### config.mk
export PLATFORM = sky130hd
export DESIGN_NAME = song_sequencer
export DESIGN_NICKNAME = d
export VERILOG_FILES = /design/src/rtl/seq_pkg.sv /design/src/rtl/seq_alloc.sv /design/src/rtl/seq_voice_timer.sv /design/src/rtl/seq_ctrl.sv /design/src/rtl/song_sequencer.sv
export SDC_FILE = /design/constraint.sdc
export NUM_CORES = 1
export LEC_CHECK = 0
export ABC_AREA = 1
export BUFFER_PORTS_ARGS = -buffer_cell sky130_fd_sc_hd__buf_4
export CAP_MARGIN = 20
export CORE_ASPECT_RATIO = 1.1
export CORE_MARGIN = 3
export CORE_UTILIZATION = 55
export DETAILED_ROUTE_END_ITERATION = 10
export PLACE_DENSITY = 0.83
export SLEW_MARGIN = 20
export SYNTH_ARGS = -nofsm -noshare
export SYNTH_HDL_FRONTEND = slang
export SYNTH_SLANG_ARGS = --single-unit
### constraint.sdc
create_clock -name clk -period 3.4 [get_ports clk]
set_clock_uncertainty 0.2 [all_clocks]
set_input_delay 0.68 -clock clk [delete_from_list [all_inputs] [get_ports clk]]
set_output_delay 0.68 -clock clk [all_outputs]
set_load 0.01 [all_outputs]
### src/rtl/seq_pkg.sv
package seq_pkg;
   typedef enum logic [1:0] {
      SQ_IDLE = 2'd0,
      SQ_READ = 2'd1,
      SQ_WAIT = 2'd2,
      SQ_DONE = 2'd3
   } sq_state_t;
endpackage

### src/rtl/seq_alloc.sv
// Lowest-index-first free player picker, purely combinational.
module seq_alloc #(
   parameter int NUM_PLAYERS = 4
) (
   input  logic [NUM_PLAYERS-1:0] busy,
   output logic [NUM_PLAYERS-1:0] grant,
   output logic                   any_free
);
   logic [NUM_PLAYERS:0] taken;
   assign taken[0] = 1'b0;

   for (genvar g = 0; g < NUM_PLAYERS; g++) begin : g_chain
      assign grant[g]   = ~busy[g] & ~taken[g];
      assign taken[g+1] = taken[g] | ~busy[g];
   end

   assign any_free = taken[NUM_PLAYERS];
endmodule

### src/rtl/seq_voice_timer.sv
// Remaining-duration counter for one note player.
module seq_voice_timer #(
   parameter int DUR_W = 6
) (
   input  logic             clk,
   input  logic             rst_n,
   input  logic             load,
   input  logic [DUR_W-1:0] load_dur,
   input  logic             tick,
   output logic             busy
);
   logic [DUR_W-1:0] remain_q;

   always_ff @(posedge clk or negedge rst_n) begin
      if (!rst_n) begin
         remain_q <= '0;
      end else if (load) begin
         remain_q <= load_dur;
      end else if (tick && remain_q != '0) begin
         remain_q <= remain_q - 1'b1;
      end
   end

   assign busy = remain_q != '0;
endmodule

### src/rtl/seq_ctrl.sv
// Word walker: fetch, tick wait, end-of-song and pause handling.
module seq_ctrl
   import seq_pkg::*;
#(
   parameter int SONG_LEN   = 128,
   parameter int SONG_SEL_W = 2,
   parameter int CNT_W      = 6,
   localparam int POS_W     = $clog2(SONG_LEN),
   localparam int ADDR_W    = SONG_SEL_W + POS_W
) (
   input  logic                  clk,
   input  logic                  rst_n,
   input  logic                  play_en,
   input  logic                  tick,
   input  logic [SONG_SEL_W-1:0] song_sel,
   input  logic                  word_adv,
   input  logic [CNT_W-1:0]      adv_cnt,
   output logic [ADDR_W-1:0]     rd_addr,
   output logic                  fetch,
   output logic                  done
);
   localparam int IDX_W = POS_W + 1;

   sq_state_t             st_q;
   logic [IDX_W-1:0]      idx_q;
   logic [SONG_SEL_W-1:0] song_q;
   logic [CNT_W-1:0]      wait_q;
   logic                  last_word, past_end, must_wait;

   assign last_word = idx_q == IDX_W'(SONG_LEN - 1);
   assign past_end  = idx_q == IDX_W'(SONG_LEN);
   assign must_wait = word_adv && (adv_cnt != '0);

   assign fetch   = (st_q == SQ_READ) && play_en;
   assign done    = st_q == SQ_DONE;
   assign rd_addr = {song_q, idx_q[POS_W-1:0]};

   always_ff @(posedge clk or negedge rst_n) begin
      if (!rst_n) begin
         st_q   <= SQ_IDLE;
         idx_q  <= '0;
         song_q <= '0;
         wait_q <= '0;
      end else begin
         case (st_q)
            SQ_IDLE: if (play_en) begin
               song_q <= song_sel;
               idx_q  <= '0;
               st_q   <= SQ_READ;
            end
            SQ_READ: if (play_en) begin
               idx_q <= idx_q + 1'b1;
               if (must_wait) begin
                  wait_q <= adv_cnt;
                  st_q   <= SQ_WAIT;
               end else if (last_word) begin
                  st_q <= SQ_DONE;
               end
            end
            SQ_WAIT: if (play_en && tick) begin
               wait_q <= wait_q - 1'b1;
               if (wait_q == CNT_W'(1)) st_q <= past_end ? SQ_DONE : SQ_READ;
            end
            SQ_DONE: if (!play_en) begin
               idx_q <= '0;
               st_q  <= SQ_IDLE;
            end
            default: st_q <= SQ_IDLE;
         endcase
      end
   end
endmodule

### src/rtl/song_sequencer.sv
module song_sequencer #(
   parameter int NUM_PLAYERS = 4,
   parameter int SONG_LEN    = 128,
   parameter int SONG_SEL_W  = 2,
   parameter int NOTE_W      = 6,
   parameter int DUR_W       = 6,
   parameter int AMP_W       = 3,
   parameter int VOICE_W     = 2,
   localparam int WORD_W     = 1 + NOTE_W + DUR_W + AMP_W + VOICE_W,
   localparam int ADDR_W     = SONG_SEL_W + $clog2(SONG_LEN)
) (
   input  logic                   clk,
   input  logic                   rst_n,
   input  logic [SONG_SEL_W-1:0]  song_sel,
   input  logic                   play_en,
   input  logic                   tick,
   input  logic [WORD_W-1:0]      rd_data,
   output logic [ADDR_W-1:0]      rd_addr,
   output logic [NUM_PLAYERS-1:0] ld_strobe,
   output logic [NOTE_W-1:0]      ld_note,
   output logic [DUR_W-1:0]       ld_dur,
   output logic [AMP_W-1:0]       ld_amp,
   output logic [VOICE_W-1:0]     ld_voice,
   output logic [NUM_PLAYERS-1:0] busy,
   output logic                   overflow,
   output logic                   done
);
   localparam int AMP_LSB  = VOICE_W;
   localparam int DUR_LSB  = AMP_LSB + AMP_W;
   localparam int NOTE_LSB = DUR_LSB + DUR_W;
   localparam int KIND_BIT = WORD_W - 1;

   if (NUM_PLAYERS < 3) begin : g_chk_players
      $error("song_sequencer: NUM_PLAYERS must be at least 3");
   end
   if (SONG_LEN < 2 || (SONG_LEN & (SONG_LEN - 1)) != 0) begin : g_chk_len
      $error("song_sequencer: SONG_LEN must be a power of two");
   end

   logic                   word_adv, fetch, any_free, sched;
   logic [NUM_PLAYERS-1:0] grant;

   assign word_adv = rd_data[KIND_BIT];
   assign ld_note  = rd_data[NOTE_LSB +: NOTE_W];
   assign ld_dur   = rd_data[DUR_LSB +: DUR_W];
   assign ld_amp   = rd_data[AMP_LSB +: AMP_W];
   assign ld_voice = rd_data[0 +: VOICE_W];

   seq_ctrl #(
      .SONG_LEN   (SONG_LEN),
      .SONG_SEL_W (SONG_SEL_W),
      .CNT_W      (NOTE_W)
   ) u_ctrl (
      .clk      (clk),
      .rst_n    (rst_n),
      .play_en  (play_en),
      .tick     (tick),
      .song_sel (song_sel),
      .word_adv (word_adv),
      .adv_cnt  (ld_note),
      .rd_addr  (rd_addr),
      .fetch    (fetch),
      .done     (done)
   );

   seq_alloc #(.NUM_PLAYERS(NUM_PLAYERS)) u_alloc (
      .busy     (busy),
      .grant    (grant),
      .any_free (any_free)
   );

   assign sched     = fetch && !word_adv;
   assign ld_strobe = sched ? grant : '0;

   for (genvar p = 0; p < NUM_PLAYERS; p++) begin : g_player
      seq_voice_timer #(.DUR_W(DUR_W)) u_timer (
         .clk      (clk),
         .rst_n    (rst_n),
         .load     (ld_strobe[p]),
         .load_dur (ld_dur),
         .tick     (tick),
         .busy     (busy[p])
      );
   end

   always_ff @(posedge clk or negedge rst_n) begin
      if (!rst_n)                overflow <= 1'b0;
      else if (sched && !any_free) overflow <= 1'b1;
   end
endmodule

-- Yosys cells after proc, flatten, opt, wreduce, memory -nomap -nowiden
Index checks and enable logic that the tools add are counted.
- add/subtract/negate cells: 6
- $mul: 0
- divide/modulo/power cells: 0
- order comparisons: 0
- eq/ne operators: 13
- shift operators: 0
- multiplexer cells: 26
- bitwise operators: 12
- reductions and logical operators: 27
- operators by type and width (operator ; count):
    $mux W6 ; 11
    $reduce_bool A6 Y1 ; 5
    $sub A6 B1 Y6 const B ; 5
    $mux W8 ; 3
    $pmux W8 S3 ; 1
    $mux W2 ; 8
    $pmux W6 S2 ; 1
    $reduce_bool A2 Y1 ; 5
    $logic_and A1 B1 Y1 ; 9
    $add A8 B1 Y8 const B ; 1
    $eq A8 B7 Y1 const B ; 1
    $eq A8 B8 Y1 const B ; 1
    $pmux W2 S4 ; 1
    $reduce_and A4 Y1 ; 2
    $eq A6 B1 Y1 const B ; 1
    $ne A2 B1 Y1 const B ; 3
    $ne A2 B2 Y1 const B ; 3
    $not A1 Y1 ; 6
    $reduce_and A6 Y1 ; 1
    $eq A2 B2 Y1 const B ; 2
    $mux W4 ; 1
    $and A1 B1 Y1 ; 3
    $ne A3 B1 Y1 const B ; 1
    $or A1 B1 Y1 ; 3
    5 further kinds ; 6
- register bits: 43
- latch bits: 0
- bits in writable memories: 0
- memory bits (read-only): 0
- bits of input ports: 24
- output and inout bits: 36
- memories kept: 0

-- Longest topological paths before layout
- word-level depth: 8
- depth in mapped cells: 11

-- Cells and area by module
From an unflattened synthesis, not the netlist that was laid out.
- cell total of the unflattened synthesis: 489
- area total of the unflattened synthesis: 3354.5 µm²
- modules (own cells, without submodules) (module ; times used ; cells an instance ; area an instance (µm²) ; seq. area each (µm²)):
    seq_voice_timer ; 4 ; 67 ; 451.7 ; 150.1
    seq_ctrl ; 1 ; 182 ; 1308.8 ; 450.4
    song_sequencer ; 1 ; 32 ; 209.0 ; 25.0
    seq_alloc ; 1 ; 7 ; 30.0 ; 0.0

-- Worst setup path before layout
No wires, ideal clock.
- path type: input-to-output
- from: input port play_en
- to: output port ld_strobe[3]
- arrival: 1.396 ns
- required time: 2.520 ns
- path slack: 1.124 ns
- cell stages on the path: 7
- path buffers: 1
- cell sequence: inv_2 nor2_8 nand2_8 nor2_8 nand2_4 clkinv_2 buf_4
- word-level cells in the longest chain between the ends: 3
- ends and longest elaborated chain (element ; line ; RTL):
    start: declaration ; song_sequencer.sv:15 ; input logic play_en,
    $logic_and A1 B1 Y1 ; seq_ctrl.sv:34 ; assign fetch = (st_q == SQ_READ) && play_en;
    $logic_and A1 B1 Y1 ; song_sequencer.sv:72 ; assign sched = fetch && !word_adv;
    $mux W4 ; song_sequencer.sv:73 ; assign ld_strobe = sched ? grant : '0;
    end: declaration ; song_sequencer.sv:19 ; output logic [NUM_PLAYERS-1:0] ld_strobe,
Every way passes these cells.

-- Worst setup path in the final report
- from: register g_player[2].u_timer.remain_q[0]
- to: output port ld_strobe[3]
- word-level cells in the longest chain between the ends: 6
- ends and longest elaborated chain (element ; line ; RTL):
    start: declaration ; seq_voice_timer.sv:12 ; logic [DUR_W-1:0] remain_q;
    start signal: assignment ; seq_voice_timer.sv:18 ; remain_q <= load_dur;
    start signal: assignment ; seq_voice_timer.sv:20 ; remain_q <= remain_q - 1'b1;
    $reduce_bool A6 Y1 ; seq_voice_timer.sv:24 ; assign busy = remain_q != '0;
    $not A1 Y1 ; seq_alloc.sv:14 ; assign taken[g+1] = taken[g] | ~busy[g];
    $or A1 B1 Y1 ; seq_alloc.sv:14 ;
    $not A1 Y1 ; seq_alloc.sv:13 ; assign grant[g] = ~busy[g] & ~taken[g];
    $and A1 B1 Y1 ; seq_alloc.sv:13 ;
    $mux W4 ; song_sequencer.sv:73 ;
Every way passes these cells.

==> run metrics <==
row cnt 28; I/O Buffers 49; Clock Tree Root clkbuf_8; Critical Setup Path Class reg -> out; number of global-route vias before repair 2613; Area Overhead vs Synth 9.63%; Worst-path clk slew approximately 0.080 ns; Sink Count 43; syn_nets 452; register area 1080 sq um; placed cell areas 3390 sq um; I/O pin total 60; initial antenna violation count 0; # placed instances 512; Yosys warning count 0; power per cell area 765 nW/um^2; Slew Limit Fails 0; post-place setup slack 0.925 ns; HP Class in -> async; RSZ-0062 raised after global routing false; core area 5470 sq um; Critical Path AT between 1.5 and 2 ns; Max-Cap Viols 0; final worst slack 0.695 ns; largest net degree at the start of global routing 44; Max Freq about 370 MHz; GRT Total Usage 21.2%; Placer Congestion 0.895; post-CTS setup buffers 0; Slew @ Worst Pin roughly 0.55 ns; share of layout cells above drive strength 1 22.0%; drt wl/cell around 13 um; non-filler cells, final 520; CP Max Fanout 7; DP HPWL 5.01 mm; Post-Syn Area between 3000 and 4000 sq um; routed wire length 6.50 mm; ANT nets after route 0; CTS tree built; Distinct cells, synth 36; Yosys reg bits 43; Leakage Power about 1.8 nW; vias per cell 5.10; setup TNS after final layout 0 ns; most common cell after layout, fill and taps aside nand2_1; total CTS buffers 5; vias post-DR 2651; Starting Density 58.0%; Filler Cell Count 503; status complete, no violations; Worst VDD drop about 0.46 mV; Final Power approximately 2.7 mW; CTS-repair resized insts 0; Worst Setup End Kind primary output; global-route wire length before repair 11.5 mm; htree depth 2; Antenna Cells 0; fin nets 476; final hold vios 0; Worst-Skew Late Latency 0.30 ns; DRT iter0 DRCs 127; aggregate global routing overflow 0; 1st-pass router iterations 4; die area 6710 sq um; Chip Height 85.6 um; max_slew headroom 63.3%; commonest cells after routing, fill and taps aside nand2_1 (114), nand3_1 (52), inv_1 (50); register area share after synthesis 33.9%; fin crit share between 70% and 80%; clock tree buffer depth 2; final instance area 3480 sq um; Die W roughly 78 um; Final setup violation count 0; WP data required 2.52 ns; area of the multi-input gates 1620 sq um; Tmin final 2.71 ns; cells after synthesis 420; Mean Syn Cell Area about 7.5 sq um; crit start category flip-flop; DRC violations left 0; Hold-fix buffers, CTS 0
kinds of logic after synthesis:
group	after synthesis	synth area share [%]
and+or+nand+nor	228	37.0
AOI/OAI and AO/OA	31	5.76
buffers and inverters	92	15.0
adders and majority gates	8	3.16
muxes	3	1.03
xor gates and xnor gates	15	4.14
DFF	43	33.9
cell usage after synthesis:
cell / n / area (sq um)
mux2_2: 2 / 22.5
or2_2: 1 / 6.26
inv_6: 1 / 8.76
a31o_2: 1 / 8.76
o22ai_1: 3 / 18.8
clkinv_2: 2 / 10.0
nand3_2: 4 / 40.0
o211ai_1: 2 / 15.0
nand2_4: 5 / 56.3
a21oi_1: 4 / 20.0
mux2i_1: 1 / 10.0
inv_1: 50 / 188
nand3_1: 52 / 260
nand3b_1: 2 / 15.0
inv_4: 1 / 6.26
xor2_1: 10 / 87.6
nor2_8: 4 / 80.1
nand4_1: 9 / 56.3
buf_4: 32 / 240
nand2_1: 114 / 428
nand3_4: 2 / 35.0
dfrtp_1: 43 / 1080
a21oi_4: 1 / 16.3
o21ai_1: 3 / 15.0
nand4_4: 1 / 21.3
nor2_2: 3 / 18.8
o21ai_2: 1 / 8.76
xnor2_1: 5 / 43.8
nor2_4: 1 / 11.3
nand2_8: 1 / 20.0
ha_1: 8 / 100
inv_2: 6 / 22.5
nand2_2: 4 / 25.0
or2_1: 2 / 12.5
o21ai_0: 16 / 80.1
nor2_1: 23 / 86.3
state kept, by name, indices dropped and copies added (netlist names):
signal	count
g_player.u_timer.remain_q	24
overflow	1
u_ctrl.idx_q	8
u_ctrl.song_q	2
u_ctrl.st_q	2
u_ctrl.wait_q	6
worst max-delay path: stages (launching register included):
cell and delay (ns):
dfrtp_1 0.36, inv_1 0.08, ha_1 0.21, inv_1 0.06, nor2_2 0.05, nand3_2 0.12
inv_1 0.06, nor2_2 0.28, nand2_4 0.12, clkinv_2 0.07, buf_4 0.11
final timing paths:
path / from / endpoint / slack [ns] / depth (start not counted)
max: g_player[2].u_timer.remain_q[0] / ld_strobe[3] / 0.69 / 10
min in group clk: u_ctrl.song_q[1] / u_ctrl.song_q[1] / 0.31 / 1
max reg2reg: g_player[2].u_timer.remain_q[0] / g_player[2].u_timer.remain_q[0] / 1.53 / 11
max in group asynchronous: rst_n / u_ctrl.wait_q[2] / 2.45 / 1
min reg2reg: u_ctrl.song_q[1] / u_ctrl.song_q[1] / 0.31 / 1
min: rst_n / u_ctrl.idx_q[4] / 0.16 / 1
final cells by class:
type                            count  area share [%]
Clock buffer                        5            1.98
Inverter                           60            6.77
Tap cell                           75            2.70
Sequential cell                    43            31.0
Clock inverter                      3           0.432
Multi-Input combinational cell    285            46.6
Timing Repair Buffer               49            10.6
report_power, final:
| group | internal [mW] | switching (mW) | total [mW] |
|---|---|---|---|
| registers | 0.726 | 0.185 | 0.911 |
| logic | 0.567 | 0.865 | 1.43 |
| clock network | 0.141 | 0.176 | 0.317 |
| total | 1.43 | 1.23 | 2.66 |
layer usage:
metal | GRT usage (%) | wire length, um
met2 | 38.2 | 3330
met1 | 25.4 | 2810
met4 | 6.36 | 37
met5 | 0 | 0
met3 | 4.41 | 317
through the flow:
step	hold WS (ns)	util (%)
CTS	0.182	63.6
global placement	0.288	62.1
finish	0.162	63.6
floorplan	0.184	-
detailed placement	0.305	62.1
global route	0.205	63.6
No activity file was read; power rests on OpenSTA's default activity.
